--- src/rtl/acc_alu_pkg.sv ---
package acc_alu_pkg;
  localparam logic [4:0] OP_SPECIAL = 5'b00000;
  localparam logic [4:0] OP_ADD     = 5'b00001;
  localparam logic [4:0] OP_SUB     = 5'b00010;
  localparam logic [4:0] OP_ADC     = 5'b00011;
  localparam logic [4:0] OP_XOR     = 5'b00100;
  localparam logic [4:0] OP_AND     = 5'b00101;
  localparam logic [4:0] OP_OR      = 5'b00110;
  localparam logic [4:0] OP_CMP     = 5'b00111;
  localparam logic [4:0] OP_MOVHI   = 5'b01011;

  localparam logic [2:0] MODE_LSR = 3'b001;
  localparam logic [2:0] MODE_ROR = 3'b010;

  // logic unit select, equals op[1:0] of the logic opcodes
  typedef enum logic [1:0] {
    LOG_XOR = 2'b00,
    LOG_AND = 2'b01,
    LOG_OR  = 2'b10
  } log_fn_e;

  typedef struct packed {
    logic n;
    logic v;
    logic z;
    logic c;
  } alu_flags_t;
endpackage

--- src/rtl/acc_alu_adder.sv ---
module acc_alu_adder #(
  parameter int WIDTH = 8
) (
  input  logic [WIDTH-1:0] a_i,
  input  logic [WIDTH-1:0] b_i,
  input  logic             sub_i,
  input  logic             cin_i,
  output logic [WIDTH-1:0] sum_o,
  output logic             cout_o,
  output logic             ovf_o
);
  localparam int MSB = WIDTH - 1;

  logic [WIDTH-1:0] b_eff;
  logic [WIDTH:0]   full;

  assign b_eff  = sub_i ? ~b_i : b_i;
  assign full   = {1'b0, a_i} + {1'b0, b_eff} + {{WIDTH{1'b0}}, cin_i};
  assign sum_o  = full[WIDTH-1:0];
  assign cout_o = full[WIDTH];
  assign ovf_o  = (a_i[MSB] == b_eff[MSB]) && (full[MSB] != a_i[MSB]);
endmodule

--- src/rtl/acc_alu_logic.sv ---
module acc_alu_logic
  import acc_alu_pkg::*;
#(
  parameter int WIDTH = 8
) (
  input  logic [WIDTH-1:0] a_i,
  input  logic [WIDTH-1:0] b_i,
  input  logic [1:0]       fn_i,
  output logic [WIDTH-1:0] res_o
);
  always_comb begin
    unique case (fn_i)
      LOG_AND: res_o = a_i & b_i;
      LOG_OR:  res_o = a_i | b_i;
      default: res_o = a_i ^ b_i;
    endcase
  end
endmodule

--- src/rtl/acc_alu_shift.sv ---
module acc_alu_shift #(
  parameter int WIDTH = 8
) (
  input  logic [WIDTH-1:0] a_i,
  input  logic             cin_i,
  input  logic             rot_i,
  output logic [WIDTH-1:0] res_o,
  output logic             cout_o
);
  logic fill;

  assign fill   = rot_i & cin_i;
  assign res_o  = {fill, a_i[WIDTH-1:1]};
  assign cout_o = a_i[0];
endmodule

--- src/rtl/acc_alu.sv ---
module acc_alu
  import acc_alu_pkg::*;
#(
  parameter int WIDTH = 8
) (
  input  logic [WIDTH-1:0] a_i,
  input  logic [WIDTH-1:0] param_i,
  input  logic [4:0]       op_i,
  input  logic [2:0]       mode_i,
  input  logic [3:0]       flags_i,
  output logic [WIDTH-1:0] res_o,
  output logic             acc_we_o,
  output logic [3:0]       flags_o,
  output logic             illegal_o
);
  localparam bit HAS_HIGH = (WIDTH > 8);

  alu_flags_t       fl_in, fl_nx;
  logic             is_sub, add_cin;
  logic [WIDTH-1:0] sum, log_res, sh_res, hi_res, res;
  logic             sum_c, sum_v, sh_c;
  logic             we, ill, upd;

  assign fl_in   = alu_flags_t'(flags_i);
  assign is_sub  = (op_i == OP_SUB) || (op_i == OP_CMP);
  assign add_cin = is_sub | ((op_i == OP_ADC) & fl_in.c);

  acc_alu_adder #(.WIDTH(WIDTH)) u_adder (
    .a_i   (a_i),
    .b_i   (param_i),
    .sub_i (is_sub),
    .cin_i (add_cin),
    .sum_o (sum),
    .cout_o(sum_c),
    .ovf_o (sum_v)
  );

  acc_alu_logic #(.WIDTH(WIDTH)) u_logic (
    .a_i  (a_i),
    .b_i  (param_i),
    .fn_i (op_i[1:0]),
    .res_o(log_res)
  );

  acc_alu_shift #(.WIDTH(WIDTH)) u_shift (
    .a_i   (a_i),
    .cin_i (fl_in.c),
    .rot_i (mode_i == MODE_ROR),
    .res_o (sh_res),
    .cout_o(sh_c)
  );

  generate
    if (HAS_HIGH) begin : g_high
      assign hi_res = {param_i[WIDTH-9:0], 8'h00};
    end else begin : g_no_high
      assign hi_res = '0;
    end
  endgenerate

  always_comb begin
    res   = a_i;
    we    = 1'b0;
    ill   = 1'b0;
    upd   = 1'b0;
    fl_nx = fl_in;
    unique case (op_i)
      OP_ADD, OP_SUB, OP_ADC, OP_CMP: begin
        res     = sum;
        we      = (op_i != OP_CMP);
        fl_nx.c = sum_c;
        fl_nx.v = sum_v;
        upd     = 1'b1;
      end
      OP_XOR, OP_AND, OP_OR: begin
        res     = log_res;
        we      = 1'b1;
        fl_nx.v = 1'b0;
        upd     = 1'b1;
      end
      OP_SPECIAL: begin
        if (mode_i == MODE_LSR || mode_i == MODE_ROR) begin
          res     = sh_res;
          we      = 1'b1;
          fl_nx.c = sh_c;
          if (mode_i == MODE_LSR) fl_nx.v = 1'b0;
          upd     = 1'b1;
        end
      end
      OP_MOVHI: begin
        if (HAS_HIGH) begin
          res = hi_res;
          we  = 1'b1;
        end else begin
          ill = 1'b1;
        end
      end
      default: ;
    endcase
    if (upd) begin
      fl_nx.z = (res == '0);
      fl_nx.n = res[WIDTH-1];
    end
  end

  assign res_o     = res;
  assign acc_we_o  = we;
  assign flags_o   = fl_nx;
  assign illegal_o = ill;
endmodule

--- config.mk ---
export PLATFORM = sky130hd
export DESIGN_NAME = acc_alu
export DESIGN_NICKNAME = d
export VERILOG_FILES = /design/src/rtl/acc_alu_pkg.sv /design/src/rtl/acc_alu_adder.sv /design/src/rtl/acc_alu_logic.sv /design/src/rtl/acc_alu_shift.sv /design/src/rtl/acc_alu.sv
export SDC_FILE = /design/constraint.sdc
export NUM_CORES = 1
export LEC_CHECK = 0
export BUFFER_PORTS_ARGS = -buffer_cell sky130_fd_sc_hd__buf_4
export CAP_MARGIN = 30
export CELL_PAD_IN_SITES_DETAIL_PLACEMENT = 1
export CELL_PAD_IN_SITES_GLOBAL_PLACEMENT = 1
export CORE_MARGIN = 2
export CORE_UTILIZATION = 35
export DETAILED_ROUTE_END_ITERATION = 10
export GPL_ROUTABILITY_DRIVEN = 0
export PLACE_DENSITY = 0.87
export SYNTH_ARGS = -nofsm -noshare
export SYNTH_HDL_FRONTEND = slang
export SYNTH_SLANG_ARGS = --single-unit
--- constraint.sdc ---
create_clock -name vclk -period 3.5
set_clock_uncertainty 0.1 [all_clocks]
set_input_delay 0.175 -clock vclk [all_inputs]
set_output_delay 0.175 -clock vclk [all_outputs]
set_load 0.01 [all_outputs]
# Yosys cells after proc, flatten, opt, wreduce, memory -nomap -nowiden
# Cells that the tools add are included.
[word_totals]
reg_bits = 0
latchBits = 0
mem_bits_rw = 0
mem_bits_ro = 0
in_bits = 28
output_inout_bits = 14
word_cells = 47
n_memories = 0
[classes]
add_sub_neg = 2
mul = 0
n_div = 0
magnitude_cmp = 0
eq_ne = 15
shifts = 0
n_mux = 15
n_bitwise = 7
n_reduce_logical = 8
[op_table]
columns = ["op", "count"]
rows = [
  ["8-bit one-hot mux with 3 select lines", 1],
  ["5-bit by 3-bit == test with 1-bit output (second input constant)", 4],
  ["8-bit 2-to-1 mux", 2],
  ["8-bit one-hot mux with 2 select lines", 1],
  ["5-bit by 2-bit == test with 1-bit output (second input constant)", 2],
  ["8-bit by 8-bit adder with 9-bit output", 1],
  ["9-bit by 1-bit adder with 9-bit output", 1],
  ["8-bit bitwise AND", 1],
  ["8-bit zero test", 1],
  ["8-bit NOT", 1],
  ["8-bit bitwise OR", 1],
  ["8-bit bitwise XOR", 1],
  ["1-bit 2-to-1 mux", 7],
  ["7-bit OR reduction", 1],
  ["1-bit one-hot mux with 3 select lines", 2],
  ["5-bit by 1-bit == test with 1-bit output (second input constant)", 1],
  ["5-bit by 4-bit == test with 1-bit output (second input constant)", 1],
  ["5-bit zero test", 1],
  ["5-bit by 3-bit != test with 1-bit output (second input constant)", 1],
  ["1-bit one-hot mux with 2 select lines", 2],
  ["4-bit OR reduction", 1],
  ["3-bit by 1-bit == test with 1-bit output (second input constant)", 1],
  ["3-bit by 2-bit == test with 1-bit output (second input constant)", 1],
  ["3-bit OR reduction", 1],
  ["8 further kinds", 10],
]

# Longest topological paths before layout
[depth]
depth_word = 8
ltp_mapped = 16
ltp_nobuf = 15

# Hierarchy
# From an unflattened synthesis, not the netlist that was laid out.
[hier_totals]
cells_unflattened = 221
hier_area_um2 = 1535.2
[by_module_without_submodules]
columns = ["module", "n_inst", "cells_per_inst", "area_per_inst_um2", "seq_area_each_um2"]
rows = [
  ["acc_alu", 1, 81, 506.7, 0.0],
  ["acc_alu_logic", 1, 70, 481.7, 0.0],
  ["acc_alu_adder", 1, 60, 473.0, 0.0],
  ["acc_alu_shift", 1, 10, 73.8, 0.0],
]

# Least setup slack after synthesis
# Ideal clock, no wire load.
[synth_timing]
path_kind = "input-to-output"
from = "input op_i[0]"
to = "output flags_o[1]"
arrival_ns = 3.537
required_time_ns = 3.225
path_slack_ns = -0.312
stages = 16
path_buffers = 1
path_cell_list = "inv_1 > ha_1 > clkbuf_1 > nand2b_1 > a21oi_1 > xnor2_1 > fa_1 > inv_1 > fa_1 > nor2b_1 > o221ai_1 > a21boi_0 > xor2_1 > a21boi_0 > nand4b_1 > o31ai_2"
[synth_between]
elab_chain_cells = 8
word_cells_on_any_way = 24
classes_between = "2 x add/sub; 9 x eq/ne; 5 x mux; 2 x bitwise; 6 x reduce/logical"
[synth_lines]
columns = ["item", "line", "text"]
rows = [
  ["start, declared", "acc_alu.sv:8", "input logic [4:0] op_i,"],
  ["5-bit by 2-bit == test with 1-bit output / 5-bit by 3-bit == test with 1-bit output (equally long branches)", "acc_alu.sv:25, acc_alu.sv:67", ""],
  ["1-bit logical OR", "acc_alu.sv:25", "assign is_sub = (op_i == OP_SUB) || (op_i == OP_CMP);"],
  ["8-bit 2-to-1 mux", "acc_alu_adder.sv:17", "assign b_eff = sub_i ? ~b_i : b_i;"],
  ["8-bit by 8-bit adder with 9-bit output", "acc_alu_adder.sv:18", "assign full = {1'b0, a_i} + {1'b0, b_eff} + {{WIDTH{1'b0}}, cin_i};"],
  ["9-bit by 1-bit adder with 9-bit output", "acc_alu_adder.sv:18", ""],
  ["8-bit one-hot mux with 3 select lines", "acc_alu.sv:67", "unique case (op_i)"],
  ["8-bit zero test", "acc_alu.sv:101", "fl_nx.z = (res == '0);"],
  ["1-bit 2-to-1 mux (*)", "acc_alu.sv:100", "if (upd) begin"],
  ["end, declared", "acc_alu.sv:13", "output logic [3:0] flags_o,"],
]
# Every way passes the cells marked *; elsewhere a longest branch is shown, timed or not.

# Worst setup path after layout
[layout_timing]
from = "input op_i[0]"
to = "output flags_o[3]"
[layout_between]
elab_chain_cells = 7
word_cells_on_any_way = 23
classes_between = "2 x add/sub; 9 x eq/ne; 5 x mux; 2 x bitwise; 5 x reduce/logical"
[layout_lines]
columns = ["item", "line"]
rows = [
  ["5-bit by 2-bit == test with 1-bit output / 5-bit by 3-bit == test with 1-bit output (equally long branches)", "acc_alu.sv:25, acc_alu.sv:67"],
  ["1-bit logical OR", "acc_alu.sv:25"],
  ["8-bit 2-to-1 mux", "acc_alu_adder.sv:17"],
  ["8-bit by 8-bit adder with 9-bit output", "acc_alu_adder.sv:18"],
  ["9-bit by 1-bit adder with 9-bit output", "acc_alu_adder.sv:18"],
  ["8-bit one-hot mux with 3 select lines", "acc_alu.sv:67"],
  ["1-bit 2-to-1 mux (*)", "acc_alu.sv:100"],
]
# Marks and branches as above.

==> impl_metrics.tcl <==
set metrics [dict create \
    p_leak_uw 0.0009146 \
    arrival_ns 3.09 \
    synth_mux_area_frac 0.007799 \
    syn-num-nets 259 \
    row_count 23 \
    ys_seq_area_frac 0 \
    final_antenna_net_count 0 \
    cap_violations 0 \
    antenna_found_initial 0 \
    wl_um 5564 \
    top_layer_used "met4" \
    synth-simple-area-share 0.2253 \
    synthAdderAreaFrac 0.2617 \
    start_util 0.3636 \
    wl_met2_um 2865 \
    worstPathMaxFanout 6 \
    critPathKind "input port to output port" \
    hold_path.class "input port to output port" \
    fin_crit_sh 0.9601 \
    slew_headroom 0.5075 \
    dr.pass1.iters 4 \
    post-dp-hpwl_um 4247 \
    vias_per_cell 5.842 \
    seq_cells 0 \
    synthesis.area_sq_um 1444 \
    end_kind "output port" \
    period_minus_slack_ns 3.360 \
    port_buffers 42 \
    syn_area_per_cell_sq_um 7.148 \
    slowest_stage "ha_1" \
    tightest_slew_ns 0.7332 \
    setup_violations 0 \
    critical_path.startpoint_type "input port" \
    crit_start "op_i[0]" \
    fmax_mhz 297.6 \
    fp.dieH_um 68.23 \
    path_cells "buf_4 > inv_1 > ha_1 > nand2b_1 > a21oi_4 > buf_6 > xnor2_1 > ha_1 > and2_1 > nand3_1 > a31oi_4 > xnor2_1 > o211ai_1 > buf_4 > mux2_2 > buf_4" \
    synth_xor_area_frac 0.07886 \
    overflow 0 \
    nNetsFinal 306 \
    dieWidth_um 68.23 \
    drive_gt1_frac 0.3036 \
    grt_pass1_wl_um 8079 \
    yosys_warnings 0 \
    power_density_nw_per_um2 158.5 \
    grt_util_all_layers 0.2275 \
    diodes 0 \
    synth_top_family_by_area "compound AO/OA/AOI/OAI gates" \
    hp-start "op_i[4]" \
    finalHoldViolCount 0 \
    nFillCells 510 \
    yosysUniqueCellTypes 49 \
    max_stage_delay_ns 0.40 \
    core_area_sq_um 3971 \
    status "completed" \
    ioPinCount 42 \
    peakVddDrop_uv 58.72 \
    synth_cells 202 \
    multi_input_area_sq_um 1365 \
    rsz0062_at_grt "true" \
    area_growth_pct 34.23 \
    maxSlewViolCount 0 \
    drt_iter0_drc 118 \
    wl_per_cell_um 18.73 \
    grt_max_degree 11 \
    cpMostUsedCell "buf_4" \
    nClkBuffers 0 \
    drt-met1-wl_um 2331 \
    dieArea_sq_um 4655 \
    seqCellArea_sq_um 0 \
    cp-endpoint "flags_o[3]" \
    drc 0 \
    wl_met3_um 267 \
    grt_pass1_vias 1641 \
    power_uw 307.1 \
    holdWs_ns 0.5358 \
    synth_compound_area_frac 0.3232 \
    vias 1735 \
    required_ns 3.22 \
]
==> power breakdown <==
group,switching [uW],leakage (uW),internal (uW)
Clock,0,0,0
Sequential,0,0,0
Combinational,168,0.000915,139
Total,168,0.000915,139
==> cell usage in the layout (no fill, tap or decap), types with 2 or more instances in the layout <==
master,instances
buf_4,52
inv_1,29
ha_1,27
nor2_1,19
xnor2_1,11
a21oi_1,10
a22oi_1,9
o21ai_0,9
nand2_1,8
a211oi_1,6
nor3_1,6
nand2b_1,3
nor3_2,3
a221o_1,3
a21o_1,3
or3_1,3
or2_2,3
a22o_1,3
or2_1,2
nand3_1,2
o22ai_1,2
fa_2,2
==> layout make-up <==
type / count / share of cell area
timing repair buffer: 53 / 0.2072
inverter: 29 / 0.05617
tap: 50 / 0.03228
multi-input combinational: 165 / 0.7043
==> cells in the mapped netlist, types with 5 or more instances <==
cell type	n	area [sq um]
o21ai_0	9	45.04
a211oi_1	7	52.55
a22oi_1	9	67.56
nor2_1	19	71.32
clkbuf_1	5	18.77
nand2_1	8	30.03
nor3_1	6	30.03
inv_1	29	108.9
ha_1	27	337.8
a21oi_1	11	55.05
xnor2_1	12	105.1
==> per-layer routing <==
layer	vias to the layer above	GRT usage
met3	10	0.009868
li1	815	-
met1	850	0.3118
met2	60	0.4053
met4	0	0.02250
met5	-	0
==> through the flow <==
stage	utilization	worst slack, ns	instance area [sq um]	setup TNS, ns	cells
2_1_floorplan	-	0.1239	1456	0	202
3_3_place_gp	0.4628	0.1930	1838	0	292
3_5_place_dp	0.4628	-0.05701	1838	-0.05701	292
4_1_cts	0.4628	0.03026	1838	0	292
5_1_grt	0.4880	-0.008631	1938	-0.008631	297
6_report	0.4880	0.1398	1938	0	297
==> repair_timing <==
action,in CTS,in global routing
endpoints found under the setup margin,1,3
setup buffers,0,5
pin swaps,0,5
hold buffers,0,0
resized for setup,1,13
==> critical path, delay by kind of cell <==
kind | cells | cell delay [ns]
buffers and inverters | 5 | 0.66
and+or+nand+nor | 3 | 0.60
AOI/OAI and AO/OA | 3 | 0.58
adders and majority gates | 2 | 0.57
muxes | 1 | 0.26
xor gates and xnor gates | 2 | 0.22
==> cells by family after synthesis <==
kind of cell               count (synthesis)
AOI/OAI and AO/OA                         63
xor gates and xnor gates                  13
adders and majority gates                 29
buffers and inverters                     37
muxes                                      1
and+or+nand+nor                           59
==> worst min path at each step <==
stage,slack (ns),depth (start not counted),endpoint
after floorplan,0.30,1,illegal_o
final,0.54,3,illegal_o
after global placement,0.53,4,flags_o[1]
after CTS,0.53,3,illegal_o
after detailed placement,0.53,3,illegal_o
after global routing,0.56,3,illegal_o
Power figures use the tool's default switching activity.
